File: config.mk
export PLATFORM = sky130hd
export DESIGN_NAME = tally_channel
export DESIGN_NICKNAME = d
export VERILOG_FILES = /design/src/rtl/tally_pkg.sv /design/src/rtl/tally_edge.sv /design/src/rtl/tally_gate.sv /design/src/rtl/tally_core.sv /design/src/rtl/tally_out.sv /design/src/rtl/tally_channel.sv
export SDC_FILE = /design/constraint.sdc
export NUM_CORES = 1
export LEC_CHECK = 0
export BUFFER_PORTS_ARGS = -buffer_cell sky130_fd_sc_hd__buf_2
export CAP_MARGIN = 10
export CORE_UTILIZATION = 32
export DETAILED_ROUTE_END_ITERATION = 8
export GPL_ROUTABILITY_DRIVEN = 1
export RECOVER_POWER = 50
export SLEW_MARGIN = 5
export SYNTH_ARGS = -nofsm -noshare
export SYNTH_HDL_FRONTEND = slang
export SYNTH_SLANG_ARGS = --single-unit
File: constraint.sdc
create_clock -name clk -period 4.3 [get_ports clk]
set_input_delay 0.215 -clock clk [delete_from_list [all_inputs] [get_ports clk]]
set_output_delay 0.215 -clock clk [all_outputs]
set_load 0.01 [all_outputs]
File: src/rtl/tally_pkg.sv
package tally_pkg;

  typedef enum logic [2:0] {
    OQ_OFF     = 3'd0,
    OQ_SNAP    = 3'd1,
    OQ_ALTSEL  = 3'd2,
    OQ_NONZERO = 3'd3,
    OQ_ZERO    = 3'd4
  } out_qual_e;

  typedef enum logic [1:0] {
    TRG_PLAIN = 2'd0,
    TRG_INDEX = 2'd1,
    TRG_EVENT = 2'd2,
    TRG_RSVD  = 2'd3
  } trig_e;

endpackage

File: src/rtl/tally_edge.sv
module tally_edge #(
  parameter int N = 1
) (
  input  logic         clk,
  input  logic         rst,
  input  logic [N-1:0] sig_i,
  output logic [N-1:0] rise_o,
  output logic [N-1:0] fall_o
);

  logic [N-1:0] prev_q;

  for (genvar g = 0; g < N; g++) begin : g_line
    always_ff @(posedge clk) begin
      if (rst) prev_q[g] <= 1'b0;
      else     prev_q[g] <= sig_i[g];
    end
    assign rise_o[g] =  sig_i[g] & ~prev_q[g];
    assign fall_o[g] = ~sig_i[g] &  prev_q[g];
  end

endmodule

File: src/rtl/tally_gate.sv
module tally_gate
  import tally_pkg::*;
(
  input  logic       clk,
  input  logic       rst,
  input  logic       run_i,
  input  logic [1:0] start_sel_i,
  input  logic [1:0] stop_sel_i,
  input  logic       idx_rise_i,
  input  logic       idx_fall_i,
  input  logic       load_ok_i,
  input  logic       hit_zero_i,
  output logic       en_o
);

  logic run_q;
  logic en_q;
  logic start_ev;
  logic stop_ev;
  trig_e start_code;
  trig_e stop_code;

  assign start_code = trig_e'(start_sel_i);
  assign stop_code  = trig_e'(stop_sel_i);

  always_comb begin
    case (start_code)
      TRG_INDEX: start_ev = idx_rise_i;
      TRG_EVENT: start_ev = load_ok_i;
      default:   start_ev = run_i & ~run_q;
    endcase
    case (stop_code)
      TRG_INDEX: stop_ev = idx_fall_i;
      TRG_EVENT: stop_ev = hit_zero_i;
      default:   stop_ev = 1'b0;
    endcase
  end

  always_ff @(posedge clk) begin
    if (rst) begin
      run_q <= 1'b0;
      en_q  <= 1'b0;
    end else begin
      run_q <= run_i;
      if (!run_i)        en_q <= 1'b0;
      else if (stop_ev)  en_q <= 1'b0;
      else if (start_ev) en_q <= 1'b1;
    end
  end

  assign en_o = en_q;

  AST_RUN_LOW_IDLE: assert property (@(posedge clk) disable iff (rst)
    !run_i |=> !en_q);
  AST_STOP_AT_ZERO: assert property (@(posedge clk) disable iff (rst)
    (stop_sel_i == 2'd2 && hit_zero_i) |=> !en_q);
  AST_STOP_ON_FALL: assert property (@(posedge clk) disable iff (rst)
    (stop_sel_i == 2'd1 && idx_fall_i) |=> !en_q);

endmodule

File: src/rtl/tally_core.sv
module tally_core #(
  parameter int WIDTH = 32
) (
  input  logic             clk,
  input  logic             rst,
  input  logic             en_i,
  input  logic             inc_i,
  input  logic             dec_i,
  input  logic             load_req_i,
  input  logic             zero_only_i,
  input  logic             alt_i,
  input  logic [WIDTH-1:0] pre0_i,
  input  logic [WIDTH-1:0] pre1_i,
  output logic [WIDTH-1:0] count_o,
  output logic             sel_o,
  output logic [WIDTH-1:0] count_nxt_o,
  output logic             sel_nxt_o,
  output logic             load_ok_o,
  output logic             hit_zero_o,
  output logic             ovf_o,
  output logic             unf_o,
  output logic             zero_o
);

  localparam logic [WIDTH-1:0] ALL_ONES = '1;
  localparam logic [WIDTH-1:0] ONE      = WIDTH'(1);

  logic [WIDTH-1:0] count_q, count_d;
  logic             sel_q, sel_d;
  logic             ovf_q, unf_q, zero_q;
  logic             ovf_d, unf_d;
  logic             load_ok, step_up, step_dn, hit_zero;
  logic             is_zero;

  assign is_zero = (count_q == '0);
  assign load_ok = load_req_i & (~zero_only_i | is_zero);
  assign step_up = en_i & inc_i & ~dec_i;
  assign step_dn = en_i & dec_i & ~inc_i;

  always_comb begin
    count_d  = count_q;
    sel_d    = alt_i & sel_q;
    ovf_d    = 1'b0;
    unf_d    = 1'b0;
    hit_zero = 1'b0;
    if (load_ok) begin
      count_d = (alt_i && sel_q) ? pre1_i : pre0_i;
    end else if (step_up) begin
      count_d  = count_q + ONE;
      ovf_d    = (count_q == ALL_ONES);
      hit_zero = (count_q == ALL_ONES);
    end else if (step_dn) begin
      if (alt_i && count_q == ONE) begin
        count_d = sel_q ? pre0_i : pre1_i;
        sel_d   = ~sel_q;
      end else begin
        count_d  = count_q - ONE;
        unf_d    = is_zero;
        hit_zero = (count_q == ONE);
      end
    end
  end

  always_ff @(posedge clk) begin
    if (rst) begin
      count_q <= '0;
      sel_q   <= 1'b0;
      ovf_q   <= 1'b0;
      unf_q   <= 1'b0;
      zero_q  <= 1'b1;
    end else begin
      count_q <= count_d;
      sel_q   <= sel_d;
      ovf_q   <= ovf_d;
      unf_q   <= unf_d;
      zero_q  <= (count_d == '0);
    end
  end

  assign count_o     = count_q;
  assign sel_o       = sel_q;
  assign count_nxt_o = count_d;
  assign sel_nxt_o   = sel_d;
  assign load_ok_o   = load_ok;
  assign hit_zero_o  = hit_zero;
  assign ovf_o       = ovf_q;
  assign unf_o       = unf_q;
  assign zero_o      = zero_q;

  AST_OVF_LANDS_ZERO: assert property (@(posedge clk) disable iff (rst)
    ovf_q |-> (count_q == '0));
  AST_UNF_LANDS_TOP: assert property (@(posedge clk) disable iff (rst)
    unf_q |-> (count_q == ALL_ONES));
  AST_REFUSE_NONZERO: assert property (@(posedge clk) disable iff (rst)
    (zero_only_i && load_req_i && count_q != '0 && !en_i) |=> $stable(count_q));
  AST_IDLE_HOLD: assert property (@(posedge clk) disable iff (rst)
    (!en_i && !load_req_i) |=> $stable(count_q));
  AST_SINGLE_REG: assert property (@(posedge clk) disable iff (rst)
    !alt_i |=> !sel_q);
  AST_ALT_NO_ZERO: assert property (@(posedge clk) disable iff (rst)
    (alt_i && en_i && dec_i && !inc_i && !load_req_i && count_q == ONE)
      |=> (sel_q != $past(sel_q)));

endmodule

File: src/rtl/tally_out.sv
module tally_out
  import tally_pkg::*;
#(
  parameter int WIDTH = 32
) (
  input  logic             clk,
  input  logic             rst,
  input  logic [2:0]       mode_i,
  input  logic             inv_i,
  input  logic             snap_i,
  input  logic [WIDTH-1:0] count_nxt_i,
  input  logic             sel_nxt_i,
  output logic             ext_o
);

  logic      raw;
  logic      ext_q;
  out_qual_e mode;

  assign mode = out_qual_e'(mode_i);

  always_comb begin
    case (mode)
      OQ_SNAP:    raw = snap_i;
      OQ_ALTSEL:  raw = sel_nxt_i;
      OQ_NONZERO: raw = (count_nxt_i != '0);
      OQ_ZERO:    raw = (count_nxt_i == '0);
      default:    raw = 1'b0;
    endcase
  end

  always_ff @(posedge clk) begin
    if (rst) ext_q <= 1'b0;
    else     ext_q <= raw ^ inv_i;
  end

  assign ext_o = ext_q;

  AST_OFF_LEVEL: assert property (@(posedge clk) disable iff (rst)
    (mode_i == 3'd0) |=> (ext_q == $past(inv_i)));
  AST_SNAP_PULSE: assert property (@(posedge clk) disable iff (rst)
    (mode_i == 3'd1 && !inv_i && snap_i) |=> ext_q);

endmodule

File: src/rtl/tally_channel.sv
module tally_channel #(
  parameter int WIDTH = 32
) (
  input  logic             clk,
  input  logic             rst,
  input  logic             run,
  input  logic             rev_dir,
  input  logic             pl_zero_only,
  input  logic             alt_en,
  input  logic [2:0]       out_sel,
  input  logic             out_inv,
  input  logic [1:0]       start_sel,
  input  logic [1:0]       stop_sel,
  input  logic [WIDTH-1:0] pre0,
  input  logic [WIDTH-1:0] pre1,
  input  logic             cnt_up,
  input  logic             cnt_dn,
  input  logic             index_in,
  input  logic             sw_load,
  input  logic             hw_load,
  input  logic             snap,
  output logic [WIDTH-1:0] count,
  output logic             at_zero,
  output logic             wrap_up,
  output logic             wrap_dn,
  output logic             ext_out
);

  logic             idx_rise, idx_fall;
  logic             en;
  logic             inc, dec;
  logic             load_ok, hit_zero;
  logic             sel, sel_nxt;
  logic [WIDTH-1:0] count_nxt;

  assign inc = rev_dir ? cnt_dn : cnt_up;
  assign dec = rev_dir ? cnt_up : cnt_dn;

  tally_edge #(.N(1)) u_edge (
    .clk    (clk),
    .rst    (rst),
    .sig_i  (index_in),
    .rise_o (idx_rise),
    .fall_o (idx_fall)
  );

  tally_gate u_gate (
    .clk         (clk),
    .rst         (rst),
    .run_i       (run),
    .start_sel_i (start_sel),
    .stop_sel_i  (stop_sel),
    .idx_rise_i  (idx_rise),
    .idx_fall_i  (idx_fall),
    .load_ok_i   (load_ok),
    .hit_zero_i  (hit_zero),
    .en_o        (en)
  );

  tally_core #(.WIDTH(WIDTH)) u_core (
    .clk         (clk),
    .rst         (rst),
    .en_i        (en),
    .inc_i       (inc),
    .dec_i       (dec),
    .load_req_i  (sw_load | hw_load),
    .zero_only_i (pl_zero_only),
    .alt_i       (alt_en),
    .pre0_i      (pre0),
    .pre1_i      (pre1),
    .count_o     (count),
    .sel_o       (sel),
    .count_nxt_o (count_nxt),
    .sel_nxt_o   (sel_nxt),
    .load_ok_o   (load_ok),
    .hit_zero_o  (hit_zero),
    .ovf_o       (wrap_up),
    .unf_o       (wrap_dn),
    .zero_o      (at_zero)
  );

  tally_out #(.WIDTH(WIDTH)) u_out (
    .clk         (clk),
    .rst         (rst),
    .mode_i      (out_sel),
    .inv_i       (out_inv),
    .snap_i      (snap),
    .count_nxt_i (count_nxt),
    .sel_nxt_i   (sel_nxt),
    .ext_o       (ext_out)
  );

  AST_ZERO_FLAG_TRACKS: assert property (@(posedge clk) disable iff (rst)
    at_zero == (count == '0));
  AST_MODE3_ALIGNED: assert property (@(posedge clk) disable iff (rst)
    (out_sel == 3'd3 && !out_inv) |=> (ext_out == (count != '0) || $past(out_sel) != 3'd3));
  AST_SEL_VISIBLE: assert property (@(posedge clk) disable iff (rst)
    (!alt_en) |=> !sel);

endmodule

# Yosys cells after proc, flatten, opt, wreduce, memory -nomap -nowiden
# Index checks and enable logic that the tools add are counted.
[op_classes]
add_sub_neg = 2
multipliers = 0
n_div = 0
n_lt_le_gt_ge = 0
n_eq_ne = 10
n_shift = 0
muxes = 19
n_bitwise = 22
reduce_logical = 8
[op_table]
columns = ["operator", "n"]
rows = [
  ["$mux 32", 6],
  ["$logic_not 32->1", 2],
  ["$add 32x1->32 const B", 1],
  ["$eq 32x1->1 const B", 1],
  ["$eq 32x32->1 const B", 1],
  ["$reduce_bool 32->1", 1],
  ["$sub 32x1->32 const B", 1],
  ["$mux 1", 10],
  ["$not 1->1", 10],
  ["$and 1x1->1", 9],
  ["$eq 3x2->1 const B", 2],
  ["$reduce_or 3->1", 2],
  ["$reduce_or 5->1", 1],
  ["$eq 2x1->1 const B", 2],
  ["$eq 2x2->1 const B", 2],
  ["$pmux 1 s2", 2],
  ["$pmux 1 s4", 1],
  ["$eq 3x1->1 const B", 1],
  ["$eq 3x3->1 const B", 1],
  ["$logic_and 1x1->1", 2],
  ["$or 1x1->1", 2],
  ["$xor 1x1->1", 1],
]
[word_totals]
regBits = 40
latch_bits = 0
ram_bits = 0
mem_bits_ro = 0
in_bits = 84
output_inout_bits = 36
wordCells = 70
mem_count = 0

# Depth between registers and ports, before layout
[depth]
ltp_word = 9
depth_mapped = 15
ltp_nobuf = 13

# Modules after synthesis
# From an unflattened synthesis, not the netlist that was laid out.
[unflattened]
hier_cells = 705
hier_area_um2 = 4823.4
[by_module_without_submodules]
columns = ["mod", "n_inst", "cells_each", "area_per_inst_um2", "seq_area_each_um2"]
rows = [
  ["tally_core", 1, 650, 4360.4, 720.7],
  ["tally_out", 1, 31, 245.2, 20.0],
  ["tally_gate", 1, 17, 150.1, 40.0],
  ["tally_edge", 1, 4, 38.8, 20.0],
  ["tally_channel", 1, 3, 28.8, 0.0],
]

# Least setup slack after synthesis
# OpenSTA, ideal clock, no wires.
[synth_path]
kind = "reg2reg"
startpoint = "reg u_core.count_q[0], in the netlist u_core.count_o[0]"
endpoint = "reg u_out.ext_q, in the netlist u_out.ext_o"
setup_time_ns = 0.121
arrival_ns = 3.602
required_ns = 4.179
path_slack_ns = 0.577
path_stages_with_launch = 15
path_buffers = 1
synth_period_minus_slack_ns = 3.723
path_cell_list = "dfxtp_1 > inv_1 > ha_1 > or4b_2 > clkbuf_1 > nor4_1 > xnor2_1 > a21oi_1 > o41ai_1 > nand4_1 > nor4_1 > and3_1 > a211oi_1 > or3b_1 > mux2_4"
[synth_via]
elab_chain_cells = 9
elab_cells_between_ends = 19
cone_classes = "add/sub (2); eq/ne (1); mux (9); bitwise (3); reduce/logical (4)"
[synth_rtl]
columns = ["item", "line_no", "rtl"]
rows = [
  ["start: declaration", "tally_core.sv:28", "logic [WIDTH-1:0] count_q, count_d;"],
  ["start signal: assignment", "tally_core.sv:72", "count_q <= count_d;"],
  ["branches (longest 7 deep; another with $sub 32x1->32)", "n/a", ""],
  ["$pmux 1 s4 *", "tally_out.sv:23", "case (mode)"],
  ["$xor 1x1->1 *", "tally_out.sv:34", "else ext_q <= raw ^ inv_i;"],
  ["end signal: assignment", "tally_out.sv:34", ""],
  ["end: declaration", "tally_out.sv:17", "logic ext_q;"],
]
# Mark *: on every way between the ends.
# A chain may end at the register's enable or synchronous reset.

# Worst setup path after layout
# Same ends and word-level chain as after synthesis.

==> results.yml <==
outcome:
  outcome: "finished with violations"
  failed_checks: "capacitance limit, slew limit"
critical_path:
  timing.rr.end: "u_out.ext_o$_SDFF_PP0_"
  slowest_delay_ns: 0.63
  path_cells: "inv_1 > ha_1 > or4b_2 > buf_4 > nor2_1 > xnor2_1 > nor3_1 > o31ai_1 > nand4_1 > nor4_2 > and3_1 > a211oi_1 > or3b_1 > mux2_4"
  crit_type: "flop to flop"
  path_max_fanout: 9
  rr_startpoint: "u_core.count_o[0]$_SDFF_PP0_"
  cp_slowest_cell: "or4b_2"
  cp-end-kind: "flop"
  ff2ff_setup_slack_ns: 0.10
  reg2regPathDepth: 14
  worstPathArrival_ns: 4.39
  crit_required_ns: 4.49
  critPathLaunchType: "flop"
final_layout:
  drive_gt1_share_pct: 26.4
  postLayoutCoreUtil_pct: 39.6
  finalNonFillerCells: 1015
  antennaDiodeCount: 0
  final_area_sq_mm: 0.00627
  syn_to_final_growth_pct: 21.2
  nNetsFinal: 889
  nFillCells: 1641
place:
  place_congestion: 1.01
  port_buffers: 119
  hpwl_um: 17300
  placed_area_sq_mm: 0.00615
  dp_cells: 1007
pwr:
  internal-power_mw: 1.03
  power.total_mw: 1.83
  share_seq_of_total_power_pct: 26.8
  vdd_drop_max_uv: 146
  p_sw_mw: 0.805
  power.density_mw_per_mm2: 292
  pwr-share-comb_pct: 48.1
  power.leakage_nw: 2.43
  sw_frac_of_total_pct: 44.0
  clockPowerShare_pct: 25.1
grt:
  groute.usage.overall_pct: 27.4
  first_global_vias: 5824
  antenna_found_initial: 0
  grt_max_degree: 41
  grt_pass1_wl_um: 34600
  gr-total-overflow: 0
yosys:
  synth_edf_count: 0
  yosys_warnings: 0
  synth_common_cells: "nand2_1 (60), nor2_1 (44), mux2i_1 (42), dfxtp_1 (40)"
  syn_area_sq_mm: 0.00517
  synth_top_area_share_pct: 15.5
  yosys.area.top_type: "dfxtp_1"
  synth_ff_type: "dfxtp_1"
  synth_cell_types: 93
  syn-instance-count: 691
  ys_seq_elements: 40
  syn_nets: 782
  ys_seq_area_share_pct: 15.5
  synth_area_per_cell_sq_um: 7.48
  synthTopCellsByArea: "dfxtp_1 (15%), mux2i_1 (8.1%), nand2_1 (4.4%), a21oi_1 (3.8%), nand3_1 (3.2%)"
  yosysMostFrequentCell: "nand2_1"
  async_reset_ff_share_pct: 0
detailed_routing:
  viasPerCell: 6.25
  drc: 0
  first_iter_violations: 707
  drtPass1Iterations: 6
  routed_wl_um: 22700
  vias: 6341
  wire_per_inst_um: 22.3
  drtAntennaViolNets: 0
floorplan:
  row_count: 46
  dieArea_sq_mm: 0.0167
  core-area_sq_mm: 0.0158
  die_x_um: 129
  initial_core_util_pct: 32.7
  dieHeight_um: 129
  io_pins: 120
hold_path:
  hold_start: "index_in"
  min_to: "u_edge.prev_q$_SDFF_PP0_"
  holdPathStages: 2
  hp-class: "input pin to flop"
clock_tree:
  clk_latency_ns: 0.30
  clk_pin_slew_ns: 0.07
  numCtsBuffers: 5
  clk_path_buf_depth: 2
  cts_tree: "done"
  cts_root_buf: "clkbuf_16"
  cts.sinks: 40
  ctsHtreeMaxLevel: 2
sta:
  min_period_ns: 4.20
  slew-limit-headroom_pct: -40.3
  finalHoldViolCount: 0
  max_freq_mhz: 238
  fin_skew_ns: 0.00702
  fin_crit_sh_pct: 97.6
  setup_viol: 0
  slew_viol_final: 41
  tightest_slew_ns: 2.10
run:
  maxCapViolCount: 1
## metrics by stage
stage                TNS, ns  worst slack, ns  hold WS, ns
detailed placement         0            0.143        0.487
global placement           0            0.169        0.472
global route        -0.00386         -0.00386        0.199
CTS                        0            0.111        0.183
finish                     0            0.101        0.168
floorplan                  0            0.577        0.298
## critical path: cells and delay by family (launching register included)
kind	cells	cell delay, ns
muxes	1	0.30
buffers and inverters	2	0.33
adders and majority gates	1	0.24
DFF	1	0.39
and+or+nand+nor	7	2.25
xor gates and xnor gates	1	0.16
AOI/OAI and AO/OA	2	0.42
## how the worst max path moves through the flow
| stage | from | end | cells past startpoint |
|---|---|---|---|
| finish | u_core.count_o[0]$_SDFF_PP0_ | u_out.ext_o$_SDFF_PP0_ | 14 |
| global route | u_core.count_o[0]$_SDFF_PP0_ | u_out.ext_o$_SDFF_PP0_ | 13 |
| CTS | u_core.count_o[0]$_SDFF_PP0_ | u_out.ext_o$_SDFF_PP0_ | 13 |
| detailed placement | u_core.count_o[0]$_SDFF_PP0_ | u_out.ext_o$_SDFF_PP0_ | 13 |
| global placement | u_core.count_o[0]$_SDFF_PP0_ | u_out.ext_o$_SDFF_PP0_ | 13 |
| floorplan | u_core.count_o[0]$_SDFF_PP0_ | u_out.ext_o$_SDFF_PP0_ | 14 |
## cell usage in the layout, fill, tap and decap left out, types with 4 or more instances in the layout
master	Yosys	final
a31oi_1	17	17
nand2_1	60	59
nor2b_1	11	11
o21a_1	5	5
ha_1	7	7
o211ai_1	7	7
a31o_2	4	4
xor2_1	8	8
nand4_1	19	19
or3_1	4	4
a32o_1	5	5
and4_1	5	5
buf_4	1	36
nor4_2	2	4
clkbuf_1	39	32
a21o_1	4	4
or4_1	7	7
nor3_1	21	21
xnor2_1	13	13
buf_2	25	102
nor4_4	5	5
o22ai_1	7	7
and2_1	8	8
nor4_1	22	20
mux2i_1	42	42
o21ai_0	21	21
a211oi_1	15	15
mux2_2	13	13
dfxtp_1	40	39
o41ai_1	5	4
a21oi_1	39	39
clkbuf_16	0	5
nor2_1	44	44
nand3_1	33	33
o31ai_1	13	13
inv_1	9	9
and3_1	17	17
## sequential cells by signal (all words and copies together), names as in the netlist
register	count
u_core.count_o	32
u_core.ovf_o	1
u_core.sel_o	1
u_core.unf_o	1
u_core.zero_o	1
u_edge.prev_q	1
u_gate.en_o	1
u_gate.run_q	1
u_out.ext_o	1
## layout make-up
type / instances / area, sq um / share of cell area (%)
clock buffers: 5 / 125 / 2.00
clock inverters: 3 / 47.5 / 0.759
inverters: 9 / 33.8 / 0.539
repair buffers: 173 / 961 / 15.3
well taps: 216 / 270 / 4.31
multi-input cells: 569 / 4030 / 64.3
flip-flops and latches: 40 / 802 / 12.8
## power by group through the flow
| stage | sequential (mW) | clock [mW] | combinational, mW |
|---|---|---|---|
| after floorplan | 0.463 | 0 | 0.571 |
| after global placement | 0.495 | 0 | 0.867 |
| after detailed placement | 0.495 | 0 | 0.863 |
| after CTS | 0.487 | 0.463 | 0.867 |
| after global routing | 0.497 | 0.479 | 0.937 |
| final | 0.490 | 0.460 | 0.882 |
## kinds of logic after synthesis
group,share of synthesized area (%)
adder cells (fa/ha/maj),1.69
AO/OA/AOI/OAI,27.6
flip-flops,15.5
XOR/XNOR,3.56
multiplexers,11.3
AND/OR/NAND/NOR,33.2
buffers and inverters,7.24
## timing repair
| action | in CTS | in global routing |
|---|---|---|
| resized for setup | 0 | 3 |
| buffers inserted | 0 | 0 |
| endpoints found under the setup margin | 0 | 1 |
| hold endpoints to repair | 0 | 0 |
| hold buffers | 0 | 0 |
## layer usage
metal	vias to the layer above	routed length [um]	track usage (%)
met5	-	0	0
met4	0	986	12.5
met3	74	2400	4.71
met2	442	9490	40.9
met1	2939	9800	38.2
li1	2886	-	-
Power figures use the tool's default switching activity.
